`config.mk`:
```
export PLATFORM = sky130hd
export DESIGN_NAME = can_fault_conf
export DESIGN_NICKNAME = d
export VERILOG_FILES = /design/src/rtl/can_fc_pkg.sv /design/src/rtl/fc_err_counter.sv /design/src/rtl/fc_event_decode.sv /design/src/rtl/fc_busoff_recovery.sv /design/src/rtl/can_fault_conf.sv
export SDC_FILE = /design/constraint.sdc
export NUM_CORES = 1
export LEC_CHECK = 0
export ABC_AREA = 1
export BUFFER_PORTS_ARGS = -buffer_cell sky130_fd_sc_hd__buf_2
export CAP_MARGIN = 20
export CORE_MARGIN = 2
export CORE_UTILIZATION = 54
export CTS_BUF_LIST = sky130_fd_sc_hd__clkbuf_2 sky130_fd_sc_hd__clkbuf_4 sky130_fd_sc_hd__clkbuf_8
export CTS_CLUSTER_DIAMETER = 120
export DETAILED_ROUTE_END_ITERATION = 8
export PLACE_DENSITY = 0.88
export SLEW_MARGIN = 20
export SYNTH_ARGS = -nofsm -noshare
export SYNTH_HDL_FRONTEND = slang
export SYNTH_SLANG_ARGS = --single-unit
```
`constraint.sdc`:
```
create_clock -name clk -period 1.6 [get_ports clk]
set_input_delay 0.32 -clock clk [delete_from_list [all_inputs] [get_ports clk]]
set_output_delay 0.32 -clock clk [all_outputs]
set_load 0.02 [all_outputs]
```
`src/rtl/can_fc_pkg.sv`:
```
package can_fc_pkg;
  typedef enum logic [1:0] {
    FC_ACTIVE  = 2'b00,
    FC_PASSIVE = 2'b01,
    FC_BUSOFF  = 2'b10
  } fc_state_e;
endpackage

```
`src/rtl/fc_err_counter.sv`:
```
// Saturating up/down error counter with a synchronous clear and a hold.
module fc_err_counter #(
  parameter int W    = 9,
  parameter int STEP = 1,
  parameter int MAXV = 255
) (
  input  logic         clk,
  input  logic         rst_n,
  input  logic         clear,
  input  logic         hold,
  input  logic         inc,
  input  logic         dec,
  output logic [W-1:0] cnt,
  output logic [W-1:0] cnt_nxt
);
  localparam logic [W:0]   STEP_X = (W+1)'(STEP);
  localparam logic [W:0]   MAX_X  = (W+1)'(MAXV);

  logic [W:0] sum;

  always_comb begin
    sum = {1'b0, cnt} + STEP_X;
    if (clear)             cnt_nxt = '0;
    else if (hold)         cnt_nxt = cnt;
    else if (inc)          cnt_nxt = (sum > MAX_X) ? MAX_X[W-1:0] : sum[W-1:0];
    else if (dec)          cnt_nxt = (cnt == '0) ? '0 : cnt - 1'b1;
    else                   cnt_nxt = cnt;
  end

  always_ff @(posedge clk or negedge rst_n) begin
    if (!rst_n) cnt <= '0;
    else        cnt <= cnt_nxt;
  end
endmodule

```
`src/rtl/fc_event_decode.sv`:
```
// Turns the protocol engine strobes into counter step commands.
module fc_event_decode #(
  parameter int N_SRC = 5
) (
  input  logic [N_SRC-1:0] err_src,
  input  logic             err_as_tx,
  input  logic             tx_done,
  input  logic             rx_done,
  output logic             tec_inc,
  output logic             rec_inc,
  output logic             tec_dec,
  output logic             rec_dec
);
  logic any_err;

  always_comb begin
    any_err = |err_src;
    tec_inc = any_err &  err_as_tx;
    rec_inc = any_err & ~err_as_tx;
    tec_dec = ~any_err & tx_done;
    rec_dec = ~any_err & rx_done;
  end
endmodule

```
`src/rtl/fc_busoff_recovery.sv`:
```
// Counts runs of recessive samples while the node is in bus-off.
module fc_busoff_recovery #(
  parameter int RUN_LEN   = 11,
  parameter int RUN_COUNT = 128
) (
  input  logic clk,
  input  logic rst_n,
  input  logic active,
  input  logic bit_tick,
  input  logic bus_bit,
  output logic done
);
  localparam int RW = (RUN_LEN   > 1) ? $clog2(RUN_LEN)   : 1;
  localparam int SW = (RUN_COUNT > 1) ? $clog2(RUN_COUNT) : 1;
  localparam logic [RW-1:0] RUN_LAST = RW'(RUN_LEN - 1);
  localparam logic [SW-1:0] SEQ_LAST = SW'(RUN_COUNT - 1);

  logic [RW-1:0] run_q;
  logic [SW-1:0] seq_q;
  logic          run_end;

  always_comb begin
    run_end = active & bit_tick & bus_bit & (run_q == RUN_LAST);
    done    = run_end & (seq_q == SEQ_LAST);
  end

  always_ff @(posedge clk or negedge rst_n) begin
    if (!rst_n) begin
      run_q <= '0;
      seq_q <= '0;
    end else if (!active || done) begin
      run_q <= '0;
      seq_q <= '0;
    end else if (bit_tick) begin
      if (!bus_bit) begin
        run_q <= '0;
      end else if (run_end) begin
        run_q <= '0;
        seq_q <= seq_q + 1'b1;
      end else begin
        run_q <= run_q + 1'b1;
      end
    end
  end
endmodule

```
`src/rtl/can_fault_conf.sv`:
```
module can_fault_conf #(
  parameter int CNT_W        = 9,
  parameter int PASSIVE_AT   = 128,
  parameter int BUSOFF_ABOVE = 255,
  parameter int TX_ERR_STEP  = 8,
  parameter int RX_ERR_STEP  = 1,
  parameter int REC_MAX      = 255,
  parameter int RUN_LEN      = 11,
  parameter int RUN_COUNT    = 128
) (
  input  logic             clk,
  input  logic             rst_n,
  input  logic             err_crc,
  input  logic             err_stuff,
  input  logic             err_form,
  input  logic             err_bit,
  input  logic             err_ack,
  input  logic             err_as_tx,
  input  logic             tx_done,
  input  logic             rx_done,
  input  logic             bit_tick,
  input  logic             bus_bit,
  output logic [CNT_W-1:0] tec,
  output logic [CNT_W-1:0] rec,
  output logic [1:0]       fc_state,
  output logic             active_flag_en,
  output logic             passive_flag_en,
  output logic             tx_enable
);
  import can_fc_pkg::*;

  localparam int N_SRC = 5;
  localparam int TEC_MAX = (1 << CNT_W) - 1;
  localparam logic [CNT_W-1:0] PASS_TH = CNT_W'(PASSIVE_AT);
  localparam logic [CNT_W-1:0] OFF_TH  = CNT_W'(BUSOFF_ABOVE);

  fc_state_e state_q, state_d;
  logic      bus_off;
  logic      tec_inc, rec_inc, tec_dec, rec_dec;
  logic      rec_done;
  logic [CNT_W-1:0] tec_nxt, rec_nxt;

  assign bus_off = (state_q == FC_BUSOFF);

  fc_event_decode #(.N_SRC(N_SRC)) u_dec (
    .err_src   ({err_ack, err_bit, err_form, err_stuff, err_crc}),
    .err_as_tx (err_as_tx),
    .tx_done   (tx_done),
    .rx_done   (rx_done),
    .tec_inc   (tec_inc),
    .rec_inc   (rec_inc),
    .tec_dec   (tec_dec),
    .rec_dec   (rec_dec)
  );

  fc_err_counter #(.W(CNT_W), .STEP(TX_ERR_STEP), .MAXV(TEC_MAX)) u_tec (
    .clk     (clk),
    .rst_n   (rst_n),
    .clear   (rec_done),
    .hold    (bus_off),
    .inc     (tec_inc),
    .dec     (tec_dec),
    .cnt     (tec),
    .cnt_nxt (tec_nxt)
  );

  fc_err_counter #(.W(CNT_W), .STEP(RX_ERR_STEP), .MAXV(REC_MAX)) u_rec (
    .clk     (clk),
    .rst_n   (rst_n),
    .clear   (rec_done),
    .hold    (bus_off),
    .inc     (rec_inc),
    .dec     (rec_dec),
    .cnt     (rec),
    .cnt_nxt (rec_nxt)
  );

  fc_busoff_recovery #(.RUN_LEN(RUN_LEN), .RUN_COUNT(RUN_COUNT)) u_recov (
    .clk      (clk),
    .rst_n    (rst_n),
    .active   (bus_off),
    .bit_tick (bit_tick),
    .bus_bit  (bus_bit),
    .done     (rec_done)
  );

  always_comb begin
    if (rec_done)                                  state_d = FC_ACTIVE;
    else if (bus_off)                              state_d = FC_BUSOFF;
    else if (tec_nxt > OFF_TH)                     state_d = FC_BUSOFF;
    else if (tec_nxt >= PASS_TH || rec_nxt >= PASS_TH) state_d = FC_PASSIVE;
    else                                           state_d = FC_ACTIVE;
  end

  always_ff @(posedge clk or negedge rst_n) begin
    if (!rst_n) state_q <= FC_ACTIVE;
    else        state_q <= state_d;
  end

  assign fc_state        = state_q;
  assign active_flag_en  = (state_q == FC_ACTIVE);
  assign passive_flag_en = (state_q == FC_PASSIVE);
  assign tx_enable       = ~bus_off;
endmodule

```
==> results of run 1 <==
==> final timing paths <==
path | from | endpoint | slack (ps) | depth (start not counted)
max | u_rec.cnt[3] | fc_state[0] | -160 | 13
max reg2reg | u_rec.cnt[3] | fc_state[0] | -160 | 13
min | bus_bit | u_recov.run_q[2] | 320 | 3
min in group asynchronous | rst_n | u_rec.cnt[5] | 440 | 2
max in group asynchronous | rst_n | u_tec.cnt[3] | 690 | 3
min reg2reg | u_recov.seq_q[6] | u_recov.seq_q[6] | 530 | 2
==> per-stage QoR <==
step | setup TNS [ps] | hold slack [ps] | instance area [sq um]
6_report | -1440 | 323 | 3620
5_1_grt | -4470 | 340 | 3620
4_1_cts | -173 | 318 | 3200
3_5_place_dp | -1080 | 218 | 2970
3_3_place_gp | -456 | 216 | 2970
2_1_floorplan | 0 | 24.4 | 2480
==> cell families (layout without fill, tap and decap cells) <==
family | count (synthesis) | count (layout)
and+or+nand+nor | 188 | 188
AOI/OAI and AO/OA | 62 | 62
buffers and inverters | 61 | 159
DFF | 31 | 31
xor gates and xnor gates | 14 | 14
adders and majority gates | 9 | 9
==> timing repair <==
item                                    4_1_cts  5_1_grt
pin swaps                                     4       21
resized for setup                            21       95
cloned                                        0        0
hold endpoints to repair                     10        0
buffers inserted                              6       18
hold buffers                                  1        0
endpoints found under the setup margin       17       30
==> cell type report <==
type | count | area, sq um
clock buffer | 7 | 83.8
clock inverter | 1 | 30.0
fill | 250 | 764
inverter | 54 | 213
multi-input combinational | 273 | 1750
sequential | 31 | 788
tap | 52 | 65.1
timing repair buffer | 97 | 692
==> layout by cell type (no fill, tap or decap), types with 12 or more instances in the layout <==
master	instances
sky130_fd_sc_hd__o21ai_1	16
sky130_fd_sc_hd__xor2_1	13
sky130_fd_sc_hd__buf_4	52
sky130_fd_sc_hd__nand3_1	20
sky130_fd_sc_hd__inv_1	27
sky130_fd_sc_hd__nand2_1	71
sky130_fd_sc_hd__buf_2	34
sky130_fd_sc_hd__nand3_2	12
sky130_fd_sc_hd__dfrtp_1	21
sky130_fd_sc_hd__a21oi_1	15
sky130_fd_sc_hd__inv_2	23
sky130_fd_sc_hd__nand2_2	14
sky130_fd_sc_hd__nor2_1	29
sky130_fd_sc_hd__nor2_2	13
==> per-layer routing <==
| layer | GRT usage | vias to the layer above | share of wire |
|---|---|---|---|
| met2 | 0.471 | 210 | 0.50 |
| met5 | 0 | - | 0 |
| met4 | 0.145 | 0 | 0.051 |
| met3 | 0.0619 | 65 | 0.081 |
| met1 | 0.360 | 1398 | 0.37 |
| li1 | - | 1372 | - |
==> sequential cells by signal, indices dropped and copies added (netlist names) <==
signal,flops
fc_state,2
u_rec.cnt,9
u_recov.run_q,4
u_recov.seq_q,7
u_tec.cnt,9
==> worst reg2reg max path, cell delays in order, from the launching register on <==
cell and delay [ps]:
sky130_fd_sc_hd__dfrtp_1 480, sky130_fd_sc_hd__buf_4 190, sky130_fd_sc_hd__nor2_1 160, sky130_fd_sc_hd__nand2_1 120
sky130_fd_sc_hd__nor2_1 100, sky130_fd_sc_hd__nand2_1 70, sky130_fd_sc_hd__nand3_2 70, sky130_fd_sc_hd__nand2_1 50
sky130_fd_sc_hd__nand2_1 70, sky130_fd_sc_hd__nand2_1 50, sky130_fd_sc_hd__nand2_1 80, sky130_fd_sc_hd__nand2_2 60
sky130_fd_sc_hd__nor2_2 110, sky130_fd_sc_hd__nor2_2 40
==> synthesized netlist by cell type (all sizes together) <==
library cell  number  share of area
a31oi              1         0.0025
inv               54          0.082
nand2             88           0.15
and3               1         0.0025
nor2              53           0.10
o21ai             25          0.051
nand3             36          0.082
a21oi             24          0.052
nor3               7          0.014
ha                 9          0.046
o31ai              2         0.0061
buf                7          0.016
xor2              13          0.046
nand4              3         0.0076
dfrtp             31           0.31
a22oi              3         0.0091
a211oi             1         0.0030
o22ai              6          0.015
xnor2              1         0.0035
==> power breakdown <==
part,switching [mW],leakage [nW],internal (mW),total (mW)
logic,0.320,1.29,0.226,0.547
clock network,0.308,0.0593,0.500,0.808
registers,0.0650,0.353,0.828,0.893
==> out/qor_table.md, run 1 <==
| Result | Reported | Unit |
|---|---|---|
| Area inside the core boundary | 4380 | sq um |
| Crit path launch type | flop | - |
| Num ports | 35 | - |
| Violations in the final reports | setup timing | - |
| Clock tree from TritonCTS | yes | - |
| Critical setup path kind | flop to flop | - |
| Cell at the root of the clock tree | sky130_fd_sc_hd__clkbuf_8 | - |
| Maximum VDD drop | 448 | uV |
| Overall die width | 71.6 | um |
| Maximum single-stage delay on the critical path | 480 | ps |
| Placer congestion estimate | 0.954 | - |
| DRC violation count after routing | 0 | - |
| Final HPWL DP | 5090 | um |
| Synthesis Warnings | 0 | - |
| Final cycle utilization of the critical path | 1.10 | - |
| Slew at the pin with the worst max-slew slack | 372 | ps |
| Final #Nets | 483 | - |
| Fraction of the mapped netlist area in adder cells | 0.0456 | - |
| Count of placed standard cells including taps | 483 | - |
| Dominant combinational cell family by area after synthesis | simple AND/OR/NAND/NOR gates | - |
| Critical Path Fanout Max | 6 | - |
| Cells after synthesis | 365 | - |
| Die Outline Area | 5130 | sq um |
| Multiplexer share of the synthesized area | 0 | - |
| Total inserted antenna cells | 0 | - |
| Average wire per cell in the routed design | 16.7 | um |
| CP max stage cell | sky130_fd_sc_hd__dfrtp_1 | - |
| Vert. Die Dim | 71.6 | um |
| Core Util, Final | 0.826 | - |
| Number of distinct library cell variants in the gate-level netlist after synthesis | 30 | - |
| Pin count of the biggest net entering global routing | 13 | - |
| Number of hold violations in the final report | 0 | - |
| Maximum operating frequency | 0.569 | GHz |
| Remaining antenna violation count after routing | 0 | - |
| Routed WL | 8590 | um |
| Worst path arrival time | 1930 | ps |
| Worst-case clock buffer depth | 2 | - |
| Leakage | 1.70 | nW |
| Starting density of the core | 0.564 | - |
| Max-Cap Viols | 0 | - |
| Synth Area in Compound Gates | 0.138 | - |
| Layout cells sized above 1 | 0.482 | - |
| Minimum setup slack in the final design | -159 | ps |
| Number of clock sinks seen by CTS | 31 | - |
| Synthesized netlist net count | 386 | - |
| Required time reported for the critical path endpoint | 1780 | ps |
| Setup WS pre-CTS | -153 | ps |
| Average cell area after synthesis | 6.77 | sq um |
| Number of antenna violations at the first check in global routing | 0 | - |
| Worst clock skew | 15.0 | ps |
| Clock latency of the later-clocked register in the worst-skew pair | 290 | ps |
| Post-layout instance count excluding filler cells | 515 | - |
| Rel. slew slack | 0.751 | - |
| Final setup fails | 23 | - |
| Library cell appearing most often on the critical path | sky130_fd_sc_hd__nand2_1 | - |
| Ordered cell list for the critical path | buf_4 -> nor2_1 -> nand2_1 -> nor2_1 -> nand2_1 -> nand3_2 -> nand2_1 -> nand2_1 -> nand2_1 -> nand2_1 -> nand2_2 -> nor2_2 -> nor2_2 | - |
| P&R area growth vs syn | 46.5 | % |
| Power density over the cells | 621 | nW/um^2 |
| Number of buffers inserted by port buffering | 34 | - |
| TritonCTS buffer count | 5 | - |
| Deepest level of the CTS H-tree | 2 | - |
| Via count | 3,045 | - |
| Post-synthesis xor/xnor area fraction | 0.0496 | - |
| Iteration count of the initial detailed-routing pass | 6 | - |
| Endpoint kind of the worst setup timing path | flop | - |
| Min-Delay Path Class | input port to flop | - |
| Vias per std cell | 5.91 | - |
| Final Max Tran Viols | 0 | - |
| Clk slew on worst S/H paths | 80 | ps |
| Status | finished, violations left | - |
| Global-route usage over all layers | 0.288 | - |
| Top cell family by delay on the critical path | simple AND/OR/NAND/NOR gates | - |
| Total overflow reported by the global router | 0 | - |
| Number of violations reported at the end of detailed-routing iteration 0 | 490 | - |
| Syn Std Cell Area | 2470 | sq um |
| Setup repair after global routing missed its margin | yes | - |
| Wire length of the first global-routing pass | 11,900 | um |
| Seq/Total Area, Yosys | 0.314 | - |
| Buf/Inv on CP | 1 | - |
| Min cycle time layout | 1760 | ps |
| Vias in the first global route | 2,710 | - |
| Number of core rows | 24 | - |
| Post-route total power | 2.25 | mW |
| Simple-gate portion of the synthesized area | 0.355 | - |
| #FFs+latches synth | 31 | - |
(Power assumes the default switching activity.)
==> run 2, diff against run 1 <==
Settings changed: PLACE_DENSITY 0.88 to 0.79.
==> run 2 against run 1 <==
  * The run still ends with setup timing left
  * Worst hold slack worse by 12 ps
  * Critical path depth up 1
  * Wire length down 16%
  * Largest cell class unchanged
==> out/qor_table.md, run 2 (same netlist as run 1, synthesis figures left out) <==
| Result | Reported | Unit | Delta |
|---|---|---|---|
| Setup repair after global routing missed its margin | yes | - |  |
| Launch point of the worst path | u_recov.run_q[0] | - |  |
| Placer congestion estimate | 0.903 | - | -5.3% |
| Deepest level of the CTS H-tree | 2 | - | unchanged |
| Clock network power share | 0.319 | - | -0.041 |
| Required time reported for the critical path endpoint | 1790 | ps | about the same |
| Total routed wire length on the met1 layer | 3050 | um | -4.5% |
| Min-Delay Path Class | input port to flop | - |  |
| Number of antenna violations at the first check in global routing | 0 | - | unchanged |
| Routed WL | 7190 | um | -16% |
| Cell internal pwr | 1.38 | mW | -11% |
| Register-to-Register Path Depth | 14 | - | +1 |
| Num ports | 35 | - | unchanged |
| Min cycle time layout | 1710 | ps | -53.0 ps |
| Final Max Tran Viols | 0 | - | unchanged |
| Number of clock sinks seen by CTS | 31 | - | unchanged |
| Cell at the root of the clock tree | sky130_fd_sc_hd__clkbuf_8 | - |  |
| Routed length on met2 | 3480 | um | -18% |
| Minimum setup slack in the final design | -106 | ps | +53.0 ps |
| Iteration count of the initial detailed-routing pass | 5 | - | -1 |
| Most common cell after layout, fill and taps aside | sky130_fd_sc_hd__nand2_1 | - |  |
| Critical Path Fanout Max | 4 | - | -2 |
| Vert. Die Dim | 71.6 | um | unchanged |
| Worst-case clock buffer depth | 2 | - | unchanged |
| Endpoint of the worst-slack reg-to-reg timing path | fc_state[0] | - |  |
| Final #Nets | 473 | - | -2.1% |
| Area inside the core boundary | 4380 | sq um | unchanged |
| Violations in the final reports | setup timing | - |  |
| Leakage | 1.65 | nW | -3.0% |
| Post-route total power | 2.06 | mW | -8.4% |
| Maximum VDD drop | 575 | uV | +28% |
| Final cycle utilization of the critical path | 1.07 | - | -0.0331 |
| Clk slew on worst S/H paths | 80 | ps | about the same |
| Overall die width | 71.6 | um | unchanged |
| Via count | 2,797 | - | -8.1% |
| Worst clock skew | 11.0 | ps | -4.09 ps |
| Final setup fails | 5 | - | -78% |
| Vias per std cell | 5.54 | - | -6.3% |
| Global-route usage over all layers | 0.275 | - | -0.0129 |
| FF-to-FF setup slack | -110 | ps | +50 ps |
| Number of hold violations in the final report | 0 | - | unchanged |
| Capture point of the critical path | fc_state[0] | - |  |
| Maximum operating frequency | 0.586 | GHz | +3.1% |
| Total inserted antenna cells | 0 | - | unchanged |
| Clock latency of the later-clocked register in the worst-skew pair | 290 | ps | about the same |
| Wire length of the first global-routing pass | 11,200 | um | -5.4% |
| Remaining antenna violation count after routing | 0 | - | unchanged |
| Highest routing layer actually used | met4 | - |  |
| P&R area growth vs syn | 41.1 | % |  |
| Regs by FF count | u_rec.cnt x9, u_tec.cnt x9, u_recov.seq_q x7 | - |  |
| Number of core rows | 24 | - | unchanged |
| Number of violations reported at the end of detailed-routing iteration 0 | 327 | - | -33% |
| Slew at the pin with the worst max-slew slack | 428 | ps | +55.7 ps |
| DRC violation count after routing | 0 | - | unchanged |
| Combinational fraction of design power | 0.250 | - | +0.007 |
| Switching Share | 0.328 | - | +0.0190 |
| Critical setup path kind | flop to flop | - |  |
| Most frequent cells in the layout | 73 x sky130_fd_sc_hd__nand2_1, 42 x sky130_fd_sc_hd__buf_4, 34 x sky130_fd_sc_hd__buf_2 | - |  |
| Number of buffers inserted by port buffering | 34 | - | unchanged |
| Switching power total | 674 | uW | -2.8% |
| Pin count of the biggest net entering global routing | 18 | - | +5 |
| Worst path arrival time | 1900 | ps | -30 ps |
| Starting density of the core | 0.564 | - | unchanged |
| Rel. slew slack | 0.715 | - | -0.0369 |
| TritonCTS buffer count | 5 | - | unchanged |
| Endpoint kind of the worst setup timing path | flop | - |  |
| Crit path launch type | flop | - |  |
| Vias in the first global route | 2,471 | - | -8.8% |
| Average wire per cell in the routed design | 14.2 | um | -15% |
| Core Util, Final | 0.795 | - | -0.0303 |
| Status | finished, violations left | - |  |
| Start of the worst register-to-register path | u_recov.run_q[0] | - |  |
| Layout cells sized above 1 | 0.433 | - | -0.0490 |
| Met3 wire length | 495 | um | -29% |
| Total overflow reported by the global router | 0 | - | unchanged |
| Final HPWL DP | 4800 | um | -5.7% |
| Clock tree from TritonCTS | yes | - |  |
| Power density over the cells | 590 | nW/um^2 | -5.0% |
| Sequential share of power | 0.430 | - | +0.033 |
| Die Outline Area | 5130 | sq um | unchanged |
| Max-Cap Viols | 0 | - | unchanged |
[run 2: changes by cell type in the layout (fill, tap and decap cells not counted), moves of 3 or more]
| cell | change |
|---|---|
| sky130_fd_sc_hd__nor2_1 | +4 |
| sky130_fd_sc_hd__nor2_2 | -3 |
| sky130_fd_sc_hd__buf_4 | -10 |
| sky130_fd_sc_hd__o21ai_0 | +4 |
| sky130_fd_sc_hd__nand2_2 | -3 |
| sky130_fd_sc_hd__dfrtp_1 | +3 |
| sky130_fd_sc_hd__dfrtp_2 | -3 |
| sky130_fd_sc_hd__o21ai_1 | -3 |
| sky130_fd_sc_hd__inv_1 | +4 |
[run 2: through the flow]
step	setup TNS (ps)	setup slack, ps	hold slack, ps	area [sq um]	instances
floorplan	0	0.601	24.4	2480	365
global placement	-278	-64.0	279	3030	486
detailed placement	-483	-83.5	282	3030	486
CTS	-45.9	-45.9	312	3220	498
global route	-2100	-206	329	3490	505
finish	-260	-106	311	3490	505
[run 2: worst min path at each step]
stage,endpoint,slack [ps],start,cells past startpoint
3_5_place_dp,u_tec.cnt[2],280,rst_n,1
2_1_floorplan,fc_state[0],20,rst_n,0
5_1_grt,u_recov.run_q[2],330,bus_bit,3
6_report,u_recov.run_q[2],310,bus_bit,3
4_1_cts,u_recov.run_q[2],310,bus_bit,3
3_3_place_gp,u_tec.cnt[2],280,rst_n,1
[run 2: layout make-up]
type                       count  area [sq um]
clock inverter                 1          5.00
sequential                    31           785
timing repair buffer          87           634
fill                         275           897
multi-input combinational    273          1710
tap                           52          65.1
clock buffer                   7          83.8
inverter                      54           208
[run 2: routing by layer]
metal | vias to the layer above | track usage
met5 | - | 0
met2 | 127 | 0.458
met1 | 1301 | 0.368
met3 | 20 | 0.0422
li1 | 1349 | -
met4 | 0 | 0.0901
[run 2: what timing repair did]
action / 4_1_cts / 5_1_grt
gates cloned: 0 / 1
hold endpoints to repair: 16 / 0
pin swaps: 4 / 11
hold buffers: 1 / 0
resized for setup: 20 / 69
setup buffers: 3 / 7
endpoints found under the setup margin: 18 / 27
[run 2: worst max-delay path, stage by stage, from the launching register on]
cell	delay, ps
sky130_fd_sc_hd__dfrtp_1	370
sky130_fd_sc_hd__inv_1	60
sky130_fd_sc_hd__ha_2	170
sky130_fd_sc_hd__nand2_2	50
sky130_fd_sc_hd__nor2_2	100
sky130_fd_sc_hd__nand3_2	110
sky130_fd_sc_hd__nor2_4	190
sky130_fd_sc_hd__buf_12	130
sky130_fd_sc_hd__inv_4	40
sky130_fd_sc_hd__nand2_2	60
sky130_fd_sc_hd__a21oi_2	50
sky130_fd_sc_hd__nor2_2	90
sky130_fd_sc_hd__nand2_1	60
sky130_fd_sc_hd__nor2_2	90
sky130_fd_sc_hd__nor2_2	40
[run 2: power by group through the flow]
| stage | registers (mW) | clock network, mW | logic [mW] |
|---|---|---|---|
| after floorplan | 0.915 | 0 | 0.240 |
| after global placement | 0.889 | 0 | 0.443 |
| after detailed placement | 0.891 | 0 | 0.449 |
| after CTS | 0.877 | 0.660 | 0.460 |
| final | 0.885 | 0.657 | 0.515 |
| after global routing | 0.889 | 0.697 | 0.572 |
